### config.mk
export PLATFORM = sky130hd
export DESIGN_NAME = spi_burst_master
export DESIGN_NICKNAME = d
export VERILOG_FILES = /design/src/rtl/spi_bm_pkg.sv /design/src/rtl/spi_bm_fifo.sv /design/src/rtl/spi_bm_shifter.sv /design/src/rtl/spi_bm_csel.sv /design/src/rtl/spi_burst_master.sv
export SDC_FILE = /design/constraint.sdc
export NUM_CORES = 2
export LEC_CHECK = 0
export BUFFER_PORTS_ARGS = -buffer_cell sky130_fd_sc_hd__buf_2
export CAP_MARGIN = 40
export CORE_MARGIN = 4
export CORE_UTILIZATION = 43
export CTS_CLUSTER_DIAMETER = 50
export DETAILED_ROUTE_END_ITERATION = 12
export SETUP_SLACK_MARGIN = 0.5
export SLEW_MARGIN = 20
export SYNTH_ARGS = -nofsm -noshare
export SYNTH_HDL_FRONTEND = slang
export SYNTH_SLANG_ARGS = --single-unit
### constraint.sdc
create_clock -name clk -period 7.6 [get_ports clk]
set_input_delay 1.9 -clock clk [delete_from_list [all_inputs] [get_ports clk]]
set_output_delay 1.9 -clock clk [all_outputs]
set_load 0.05 [all_outputs]
### src/rtl/spi_bm_pkg.sv
// Shared register map, bit positions and helpers for the burst SPI master.
// Assumes bytes are 8 bits wide.
package spi_bm_pkg;
    localparam logic [2:0] RA_CTL   = 3'd0;
    localparam logic [2:0] RA_IEN   = 3'd1;
    localparam logic [2:0] RA_STAT  = 3'd2;
    localparam logic [2:0] RA_FCTL  = 3'd3;
    localparam logic [2:0] RA_BURST = 3'd4;
    localparam logic [2:0] RA_TXCNT = 3'd5;

    localparam int CB_CPHA    = 0;
    localparam int CB_CPOL    = 1;
    localparam int CB_CSPOL   = 2;
    localparam int CB_SEL     = 4;
    localparam int CB_MANUAL  = 6;
    localparam int CB_LEVEL   = 7;
    localparam int CB_DISCARD = 8;
    localparam int CB_LSB     = 12;
    localparam int CB_START   = 31;

    localparam int SB_OVF = 8;
    localparam int SB_TC  = 12;

    localparam int FB_RXCLR = 15;
    localparam int FB_TXCLR = 31;

    // Return bit k of a byte in transmission order
    function automatic logic bit_pick(logic [7:0] b, logic [2:0] k, logic lsb);
        return lsb ? b[k] : b[3'd7 - k];
    endfunction
endpackage

### src/rtl/spi_bm_fifo.sv
// Byte queue with show-ahead head, fill count and synchronous clear.
// Assumes DEPTH is a power of two. A push into a full queue is dropped
// unless a pop happens in the same cycle; drop_o flags the lost push.
module spi_bm_fifo #(
    parameter int DEPTH = 128,
    parameter int W     = 8,
    localparam int AW   = $clog2(DEPTH),
    localparam int CW   = $clog2(DEPTH + 1)
) (
    input  logic          clk,
    input  logic          rst_n,
    input  logic          clr_i,
    input  logic          push_i,
    input  logic [W-1:0]  data_i,
    input  logic          pop_i,
    output logic [W-1:0]  head_o,
    output logic [CW-1:0] count_o,
    output logic          full_o,
    output logic          empty_o,
    output logic          drop_o
);
    logic [W-1:0]  mem [DEPTH];
    logic [AW-1:0] rd_q, wr_q;
    logic [CW-1:0] cnt_q;
    logic          pop_ok, push_ok;

    assign full_o  = (cnt_q == CW'(DEPTH));
    assign empty_o = (cnt_q == '0);
    assign pop_ok  = pop_i && !empty_o;
    assign push_ok = push_i && (!full_o || pop_ok);
    assign drop_o  = push_i && !push_ok && !clr_i;
    assign head_o  = mem[rd_q];
    assign count_o = cnt_q;

    // Storage write, no reset needed for data
    always_ff @(posedge clk) begin
        if (push_ok && !clr_i) mem[wr_q] <= data_i;
    end

    // Pointer and count update, clear has priority
    always_ff @(posedge clk) begin
        if (!rst_n || clr_i) begin
            rd_q  <= '0;
            wr_q  <= '0;
            cnt_q <= '0;
        end else begin
            if (push_ok) wr_q <= wr_q + AW'(1);
            if (pop_ok)  rd_q <= rd_q + AW'(1);
            if (push_ok && !pop_ok)      cnt_q <= cnt_q + CW'(1);
            else if (pop_ok && !push_ok) cnt_q <= cnt_q - CW'(1);
        end
    end


    fill_bound_chk: assert property (@(posedge clk) disable iff (!rst_n)
        cnt_q <= CW'(DEPTH));

    full_drop_chk: assert property (@(posedge clk) disable iff (!rst_n)
        (full_o && push_i && !pop_i && !clr_i) |=> (cnt_q == CW'(DEPTH)));
endmodule

### src/rtl/spi_bm_shifter.sv
// Serializes one byte per load in any CPOL/CPHA mode and bit order.
// Each tick_i toggles SCLK; one byte takes 16 ticks. done_o pulses one
// cycle after the last toggle, with rx_o already holding the full byte.
// Assumes load_i is only raised while the shifter is not active.
module spi_bm_shifter
    import spi_bm_pkg::*;
(
    input  logic       clk,
    input  logic       rst_n,
    input  logic       tick_i,
    input  logic       load_i,
    input  logic [7:0] byte_i,
    input  logic       cpol_i,
    input  logic       cpha_i,
    input  logic       lsb_i,
    input  logic       miso_i,
    output logic       sclk_o,
    output logic       mosi_o,
    output logic       done_o,
    output logic [7:0] rx_o,
    output logic       active_o
);
    logic       active_q, sclk_q, mosi_q, done_q;
    logic [3:0] half_q;
    logic [7:0] tx_q, rx_q;
    logic [2:0] bit_idx;
    logic       lead, sample_now;

    assign bit_idx    = half_q[3:1];
    assign lead       = ~half_q[0];
    assign sample_now = active_q && tick_i && !load_i && (lead ^ cpha_i);

    // Edge sequencing, SCLK and MOSI generation
    always_ff @(posedge clk) begin
        if (!rst_n) begin
            active_q <= 1'b0;
            half_q   <= '0;
            tx_q     <= '0;
            sclk_q   <= 1'b0;
            mosi_q   <= 1'b0;
            done_q   <= 1'b0;
        end else begin
            done_q <= 1'b0;
            if (load_i) begin
                active_q <= 1'b1;
                half_q   <= '0;
                tx_q     <= byte_i;
                sclk_q   <= cpol_i;
                mosi_q   <= bit_pick(byte_i, 3'd0, lsb_i);
            end else if (active_q && tick_i) begin
                sclk_q <= ~sclk_q;
                half_q <= half_q + 4'd1;
                if (lead && cpha_i)
                    mosi_q <= bit_pick(tx_q, bit_idx, lsb_i);
                if (!lead && !cpha_i && half_q != 4'd15)
                    mosi_q <= bit_pick(tx_q, 3'(bit_idx + 3'd1), lsb_i);
                if (half_q == 4'd15) begin
                    active_q <= 1'b0;
                    done_q   <= 1'b1;
                end
            end else if (!active_q) begin
                sclk_q <= cpol_i;
            end
        end
    end

    // MISO capture on the sampling edge
    always_ff @(posedge clk) begin
        if (!rst_n)          rx_q <= '0;
        else if (sample_now) rx_q[lsb_i ? bit_idx : 3'd7 - bit_idx] <= miso_i;
    end

    assign sclk_o   = sclk_q;
    assign mosi_o   = mosi_q;
    assign done_o   = done_q;
    assign rx_o     = rx_q;
    assign active_o = active_q;


    byte_end_idle_chk: assert property (@(posedge clk) disable iff (!rst_n)
        done_q |-> (sclk_q == cpol_i));

    done_after_active_chk: assert property (@(posedge clk) disable iff (!rst_n)
        done_q |-> $past(active_q));
endmodule

### src/rtl/spi_bm_csel.sv
// Drives the chip-select lines from the index, polarity, manual mode and
// level fields. Only the selected line can leave its idle level.
module spi_bm_csel #(
    parameter int NCS    = 4,
    localparam int SEL_W = $clog2(NCS)
) (
    input  logic             clk,
    input  logic             rst_n,
    input  logic [SEL_W-1:0] sel_i,
    input  logic             idle_high_i,
    input  logic             manual_i,
    input  logic             level_i,
    input  logic             busy_i,
    output logic [NCS-1:0]   cs_o
);
    // Per-line level selection
    for (genvar i = 0; i < NCS; i++) begin : g_line
        always_comb begin
            if (sel_i != SEL_W'(i))
                cs_o[i] = idle_high_i;
            else if (manual_i)
                cs_o[i] = level_i;
            else
                cs_o[i] = busy_i ? ~idle_high_i : idle_high_i;
        end
    end


    single_active_chk: assert property (@(posedge clk) disable iff (!rst_n)
        $onehot0(cs_o ^ {NCS{idle_high_i}}));
endmodule

### src/rtl/spi_burst_master.sv
// Burst-counted SPI master. Register writes configure and start a burst.
// The engine fetches bytes from the TX queue (or zero), shifts them via
// the shifter, stores received bytes, and raises sticky status flags.
// Assumes sclk_tick_i comes from an external divider, one strobe per half bit.
module spi_burst_master
    import spi_bm_pkg::*;
#(
    parameter int DEPTH  = 128,
    parameter int CNT_W  = 24,
    parameter int NCS    = 4,
    localparam int CW    = $clog2(DEPTH + 1),
    localparam int SEL_W = $clog2(NCS)
) (
    input  logic           clk,
    input  logic           rst_n,
    input  logic           reg_wr_i,
    input  logic [2:0]     reg_addr_i,
    input  logic [31:0]    reg_wdata_i,
    input  logic           tx_push_i,
    input  logic [7:0]     tx_byte_i,
    input  logic           rx_pop_i,
    output logic [7:0]     rx_byte_o,
    output logic [31:0]    ctl_o,
    output logic [31:0]    stat_o,
    output logic [31:0]    fill_o,
    input  logic           sclk_tick_i,
    output logic           sclk_o,
    output logic           mosi_o,
    input  logic           miso_i,
    output logic [NCS-1:0] cs_o,
    output logic           irq_o
);
    logic [31:0]    ctl_q, ien_q;
    logic [CNT_W-1:0] burst_q, txc_q, burst_left, tx_left;
    logic           stat_tc, stat_ovf, need_q;
    logic           busy, load, finish, tx_avail;
    logic           wr_ctl, wr_ien, wr_stat, wr_fctl, wr_burst, wr_txc;
    logic           tx_clr, rx_clr, tx_pop, rx_push, rx_drop;
    logic [7:0]     tx_head, load_byte, sh_rx;
    logic [CW-1:0]  tx_cnt, rx_cnt;
    logic           tx_full, tx_empty, tx_drop, rx_full, rx_empty;
    logic           sh_done, sh_active;

    assign busy     = ctl_q[CB_START];
    assign wr_ctl   = reg_wr_i && reg_addr_i == RA_CTL;
    assign wr_ien   = reg_wr_i && reg_addr_i == RA_IEN;
    assign wr_stat  = reg_wr_i && reg_addr_i == RA_STAT;
    assign wr_fctl  = reg_wr_i && reg_addr_i == RA_FCTL;
    assign wr_burst = reg_wr_i && reg_addr_i == RA_BURST;
    assign wr_txc   = reg_wr_i && reg_addr_i == RA_TXCNT;
    assign tx_clr   = wr_fctl && reg_wdata_i[FB_TXCLR];
    assign rx_clr   = wr_fctl && reg_wdata_i[FB_RXCLR];

    // Byte sourcing: queue head while the transmit count lasts and data exists
    assign load      = busy && need_q && (burst_left != '0);
    assign finish    = busy && need_q && (burst_left == '0);
    assign tx_avail  = (tx_left != '0) && !tx_empty;
    assign tx_pop    = load && tx_avail;
    assign load_byte = tx_avail ? tx_head : 8'h00;
    assign rx_push   = sh_done && !ctl_q[CB_DISCARD];

    // Configuration, counters and engine sequencing
    always_ff @(posedge clk) begin
        if (!rst_n) begin
            ctl_q      <= '0;
            ien_q      <= '0;
            burst_q    <= '0;
            txc_q      <= '0;
            burst_left <= '0;
            tx_left    <= '0;
            need_q     <= 1'b0;
        end else begin
            if (wr_ctl && !busy) begin
                ctl_q <= reg_wdata_i;
                if (reg_wdata_i[CB_START]) begin
                    burst_left <= burst_q;
                    tx_left    <= txc_q;
                    need_q     <= 1'b1;
                end
            end
            if (wr_ien) begin
                ien_q <= '0;
                ien_q[SB_TC]  <= reg_wdata_i[SB_TC];
                ien_q[SB_OVF] <= reg_wdata_i[SB_OVF];
            end
            if (wr_burst) burst_q <= reg_wdata_i[CNT_W-1:0];
            if (wr_txc)   txc_q   <= reg_wdata_i[CNT_W-1:0];
            if (finish) begin
                ctl_q[CB_START] <= 1'b0;
                need_q          <= 1'b0;
            end
            if (load) begin
                need_q     <= 1'b0;
                burst_left <= burst_left - CNT_W'(1);
                if (tx_left != '0) tx_left <= tx_left - CNT_W'(1);
            end
            if (busy && sh_done) need_q <= 1'b1;
        end
    end

    // Sticky status flags: write-1 clears, a same-cycle set wins
    always_ff @(posedge clk) begin
        if (!rst_n) begin
            stat_tc  <= 1'b0;
            stat_ovf <= 1'b0;
        end else begin
            if (wr_stat && reg_wdata_i[SB_TC])  stat_tc  <= 1'b0;
            if (wr_stat && reg_wdata_i[SB_OVF]) stat_ovf <= 1'b0;
            if (finish)  stat_tc  <= 1'b1;
            if (rx_drop) stat_ovf <= 1'b1;
        end
    end

    // Readback assembly
    always_comb begin
        stat_o = '0;
        stat_o[SB_TC]  = stat_tc;
        stat_o[SB_OVF] = stat_ovf;
        fill_o = '0;
        fill_o[CW-1:0]  = rx_cnt;
        fill_o[16 +: CW] = tx_cnt;
    end

    assign ctl_o = ctl_q;
    assign irq_o = (stat_tc && ien_q[SB_TC]) || (stat_ovf && ien_q[SB_OVF]);

    spi_bm_fifo #(.DEPTH(DEPTH), .W(8)) u_txq (
        .clk(clk), .rst_n(rst_n), .clr_i(tx_clr),
        .push_i(tx_push_i), .data_i(tx_byte_i), .pop_i(tx_pop),
        .head_o(tx_head), .count_o(tx_cnt), .full_o(tx_full),
        .empty_o(tx_empty), .drop_o(tx_drop)
    );

    spi_bm_fifo #(.DEPTH(DEPTH), .W(8)) u_rxq (
        .clk(clk), .rst_n(rst_n), .clr_i(rx_clr),
        .push_i(rx_push), .data_i(sh_rx), .pop_i(rx_pop_i),
        .head_o(rx_byte_o), .count_o(rx_cnt), .full_o(rx_full),
        .empty_o(rx_empty), .drop_o(rx_drop)
    );

    spi_bm_shifter u_shift (
        .clk(clk), .rst_n(rst_n), .tick_i(sclk_tick_i), .load_i(load),
        .byte_i(load_byte), .cpol_i(ctl_q[CB_CPOL]), .cpha_i(ctl_q[CB_CPHA]),
        .lsb_i(ctl_q[CB_LSB]), .miso_i(miso_i), .sclk_o(sclk_o),
        .mosi_o(mosi_o), .done_o(sh_done), .rx_o(sh_rx), .active_o(sh_active)
    );

    spi_bm_csel #(.NCS(NCS)) u_cs (
        .clk(clk), .rst_n(rst_n), .sel_i(ctl_q[CB_SEL +: SEL_W]),
        .idle_high_i(ctl_q[CB_CSPOL]), .manual_i(ctl_q[CB_MANUAL]),
        .level_i(ctl_q[CB_LEVEL]), .busy_i(busy), .cs_o(cs_o)
    );


    done_flag_chk: assert property (@(posedge clk) disable iff (!rst_n)
        $fell(ctl_q[CB_START]) |-> stat_tc);

    discard_empty_chk: assert property (@(posedge clk) disable iff (!rst_n)
        (busy && ctl_q[CB_DISCARD] && !rx_clr) |=> (rx_cnt <= $past(rx_cnt)));

    busy_write_ignored_chk: assert property (@(posedge clk) disable iff (!rst_n)
        (busy && wr_ctl) |=> (ctl_q[30:0] == $past(ctl_q[30:0])));

    no_stall_chk: assert property (@(posedge clk) disable iff (!rst_n)
        (busy && need_q && burst_left != '0) |=> sh_active);

    overflow_flag_chk: assert property (@(posedge clk) disable iff (!rst_n)
        (rx_push && rx_full && !rx_pop_i && !rx_clr) |=> stat_ovf);
endmodule

==> results.ini <==
[clocking]
htree_levels = 4
post-cts-setup-buffer-count = 0
numCtsBuffers = 235
cts-root-buf = clkbuf_16
clockBufferDepth = 3
clock-sinks = 2263
cts.clk_slew.worst_paths_ps = 60
cts_resized = 0
hold_buffers = 0
clock_latency_ps = 880
cts_tree = built

[placed_design]
place_congestion = 0.8118
hpwl_um = 128000
placed_area_um2 = 93710
port_buffers = 114

[floorplanning]
initial_core_util_pct = 43.38
die_h_um = 463.2
die_w_um = 463.2
coreArea_um2 = 205400
num_rows = 166
dieArea_um2 = 214600
ios = 161

[power_and_ir_drop]
ir_drop_v = 0.0002151
leakage_nw = 30.05
p_per_area_nw_per_um2 = 247.2

[logic_synthesis]
netlist_area_um2 = 89110
seq_area_frac_synth_pct = 73.84
ys_ff_latch = 2263
yosys.cell_types.count = 80
syn_inst = 4530
synth_edf_count = 2048
ys_warn_count = 0
syn_area_per_cell_um2 = 19.67
ys.flop_type = edfxtp_1
ys_async_sr_fraction_pct = 0

[routing]
drt-total-wl_um = 208900
drt_pass1_iterations = 6
vias_per_cell = 5.746
wire_per_inst_um = 26.95
drc = 0
drtIter0Drc = 4973
ant_nets = 0
via_count = 44540

[grt]
grt_usage_pct = 19.26
grt_max_degree = 125
gr-total-overflow = 0
met3_usage_pct = 3.995
top_usage_layer = met2
use_met1_pct = 28.12
grtUsageMet2_pct = 29.77
antenna_found_initial = 8
grt_pass1_vias = 44680
grt_pass1_wl_um = 307400

[setup_path]
required_ps = 5700
path_max_fanout = 42
worstSetupPathType = flip-flop to output pin
slowest_delay_ps = 650
start_kind = flip-flop
crit_slowest_cell = dfxtp_4
worstSetupEndpointType = output pin
crit_path_frequent_cell = mux4_2
crit_chain = buf_12, buf_12, mux4_2, mux4_2, mux4_2, mux2_2, buf_2
cp.arrival_ps = 4390

[timing]
fin_worst_skew_ps = 44.69
fin_tns_setup_ps = 0
worst_slew_pin_slew_ps = 914.3
slew_headroom_pct = 39.05
fmax_mhz = 159.0
slew_viol_final = 0
hold_viol_final = 0
min_period_ps = 6290
setup_viol = 0
rsz0062_at_grt = no
fin_crit_sh_pct = 82.76

[flow_run]
maxCapViolations = 0

[run_status]
outcome = finished clean

[final_layout]
syn2layout_area_growth_pct = 14.26
drive_above_1_share_pct = 28.29
layout_common_cells = 2048 x edfxtp_1, 656 x mux4_2, 373 x nor2_1
fin_area_um2 = 101800
final_common_cell = edfxtp_1
layout.nets = 4950

[worst_hold_path]
hold_path.class = flip-flop to flip-flop

report_power, final:
part | switching, mW | total, mW | internal [mW]
Clock | 4.78 | 11.1 | 6.35
Combinational | 0.397 | 0.521 | 0.124
Sequential | 0.0304 | 13.5 | 13.5
Yosys cell counts (5+ instances only):
library cell,n,area [um^2]
edfxtp_1,2048,61500
mux4_2,656,14770
nor2_1,380,1426
nand2_1,263,987.2
dfxtp_1,215,4304
a21oi_1,165,825.8
clkbuf_1,161,604.3
buf_4,62,465.5
buf_1,54,202.7
mux2i_1,48,480.5
nand3_1,37,185.2
o21ai_0,35,175.2
buf_2,29,145.1
ha_1,25,312.8
a22oi_1,24,180.2
inv_1,24,90.09
nor3_1,24,120.1
xnor2_1,23,201.4
xor2_1,16,140.1
nand2b_1,15,93.84
a31oi_1,14,87.58
or3_1,14,87.58
mux2_2,13,146.4
nor2b_1,13,81.33
nor4_1,12,75.07
nand4_1,9,56.30
a221oi_1,8,70.07
and2_1,8,50.05
o22ai_1,8,50.05
or2_2,8,50.05
o311ai_0,7,61.31
a21o_1,6,45.04
a311oi_1,6,52.55
nand3b_1,6,45.04
o211ai_1,6,45.04
or4_1,6,45.04
a222oi_1,5,50.05
cells by family (layout without fill, tap and decap cells):
group / Yosys count / count (layout) / share of synthesized area, %
DFF: 2263 / 2263 / 73.84
buffers and inverters: 334 / 817 / 1.734
and+or+nand+nor: 824 / 824 / 4.068
xor gates and xnor gates: 39 / 39 / 0.3833
adders and majority gates: 27 / 27 / 0.3960
other: 1 / 51 / 0.004208
muxes: 717 / 717 / 17.28
AOI/OAI and AO/OA: 325 / 325 / 2.287
path summary, 6_finish.rpt:
check	start	to	slack, ps	cells past startpoint
worst max register to register	burst_left[17]	u_txq.count_o[7]	2300	16
worst max-delay path	flip-flop	rx_byte_o[5]	1310	7
worst min register to register	txc_q[21]	txc_q[21]	450	2
worst min-delay path	txc_q[21]	txc_q[21]	450	2
area by class of cell:
class / count / area (um^2)
fillers: 16370 / 103600
flip-flops and latches: 2263 / 65860
multi-input cells: 1978 / 21970
clock buffers: 283 / 6172
well taps: 2688 / 3363
repair buffers: 370 / 3019
clock inverters: 139 / 1316
inverters: 25 / 96.34
diodes: 5 / 12.51
state kept, by name, summed over array words and instances, names as in the netlist, 8 cells and up, named ones only:
register,count
burst_q,24
u_txq.count_o,8
u_rxq.mem,1024
tx_left,24
ctl_o,32
u_txq.mem,1024
u_shift.rx_o,8
burst_left,24
u_rxq.count_o,8
u_shift.tx_q,8
txc_q,24
stage by stage:
stage               hold slack (ps)  setup WS [ps]  total power [mW]  utilization [%]  std cells
floorplan                     429.7           2613             14.10                -       4575
global placement              440.3           1942             14.29            45.10       7146
detailed placement            446.1           2097             14.30            45.62       7263
CTS                           454.9           1154             25.39            49.27       7685
global route                  472.9           1067             25.97            49.57       7751
finish                        452.3           1310             25.17            49.57       7751
worst max-delay path: cells and delay by family, from the launching register on:
family,cells,cell delay (ps)
flip-flops,1,650
buffers and inverters,3,870
multiplexers,4,1970
layer usage:
| metal | share of wire (%) | vias up |
|---|---|---|
| li1 | - | 19040 |
| met1 | 43 | 23450 |
| met2 | 47 | 1722 |
| met3 | 7.7 | 321 |
| met4 | 2.3 | 4 |
| met5 | 0.0091 | - |
Power figures use the tool's default switching activity.
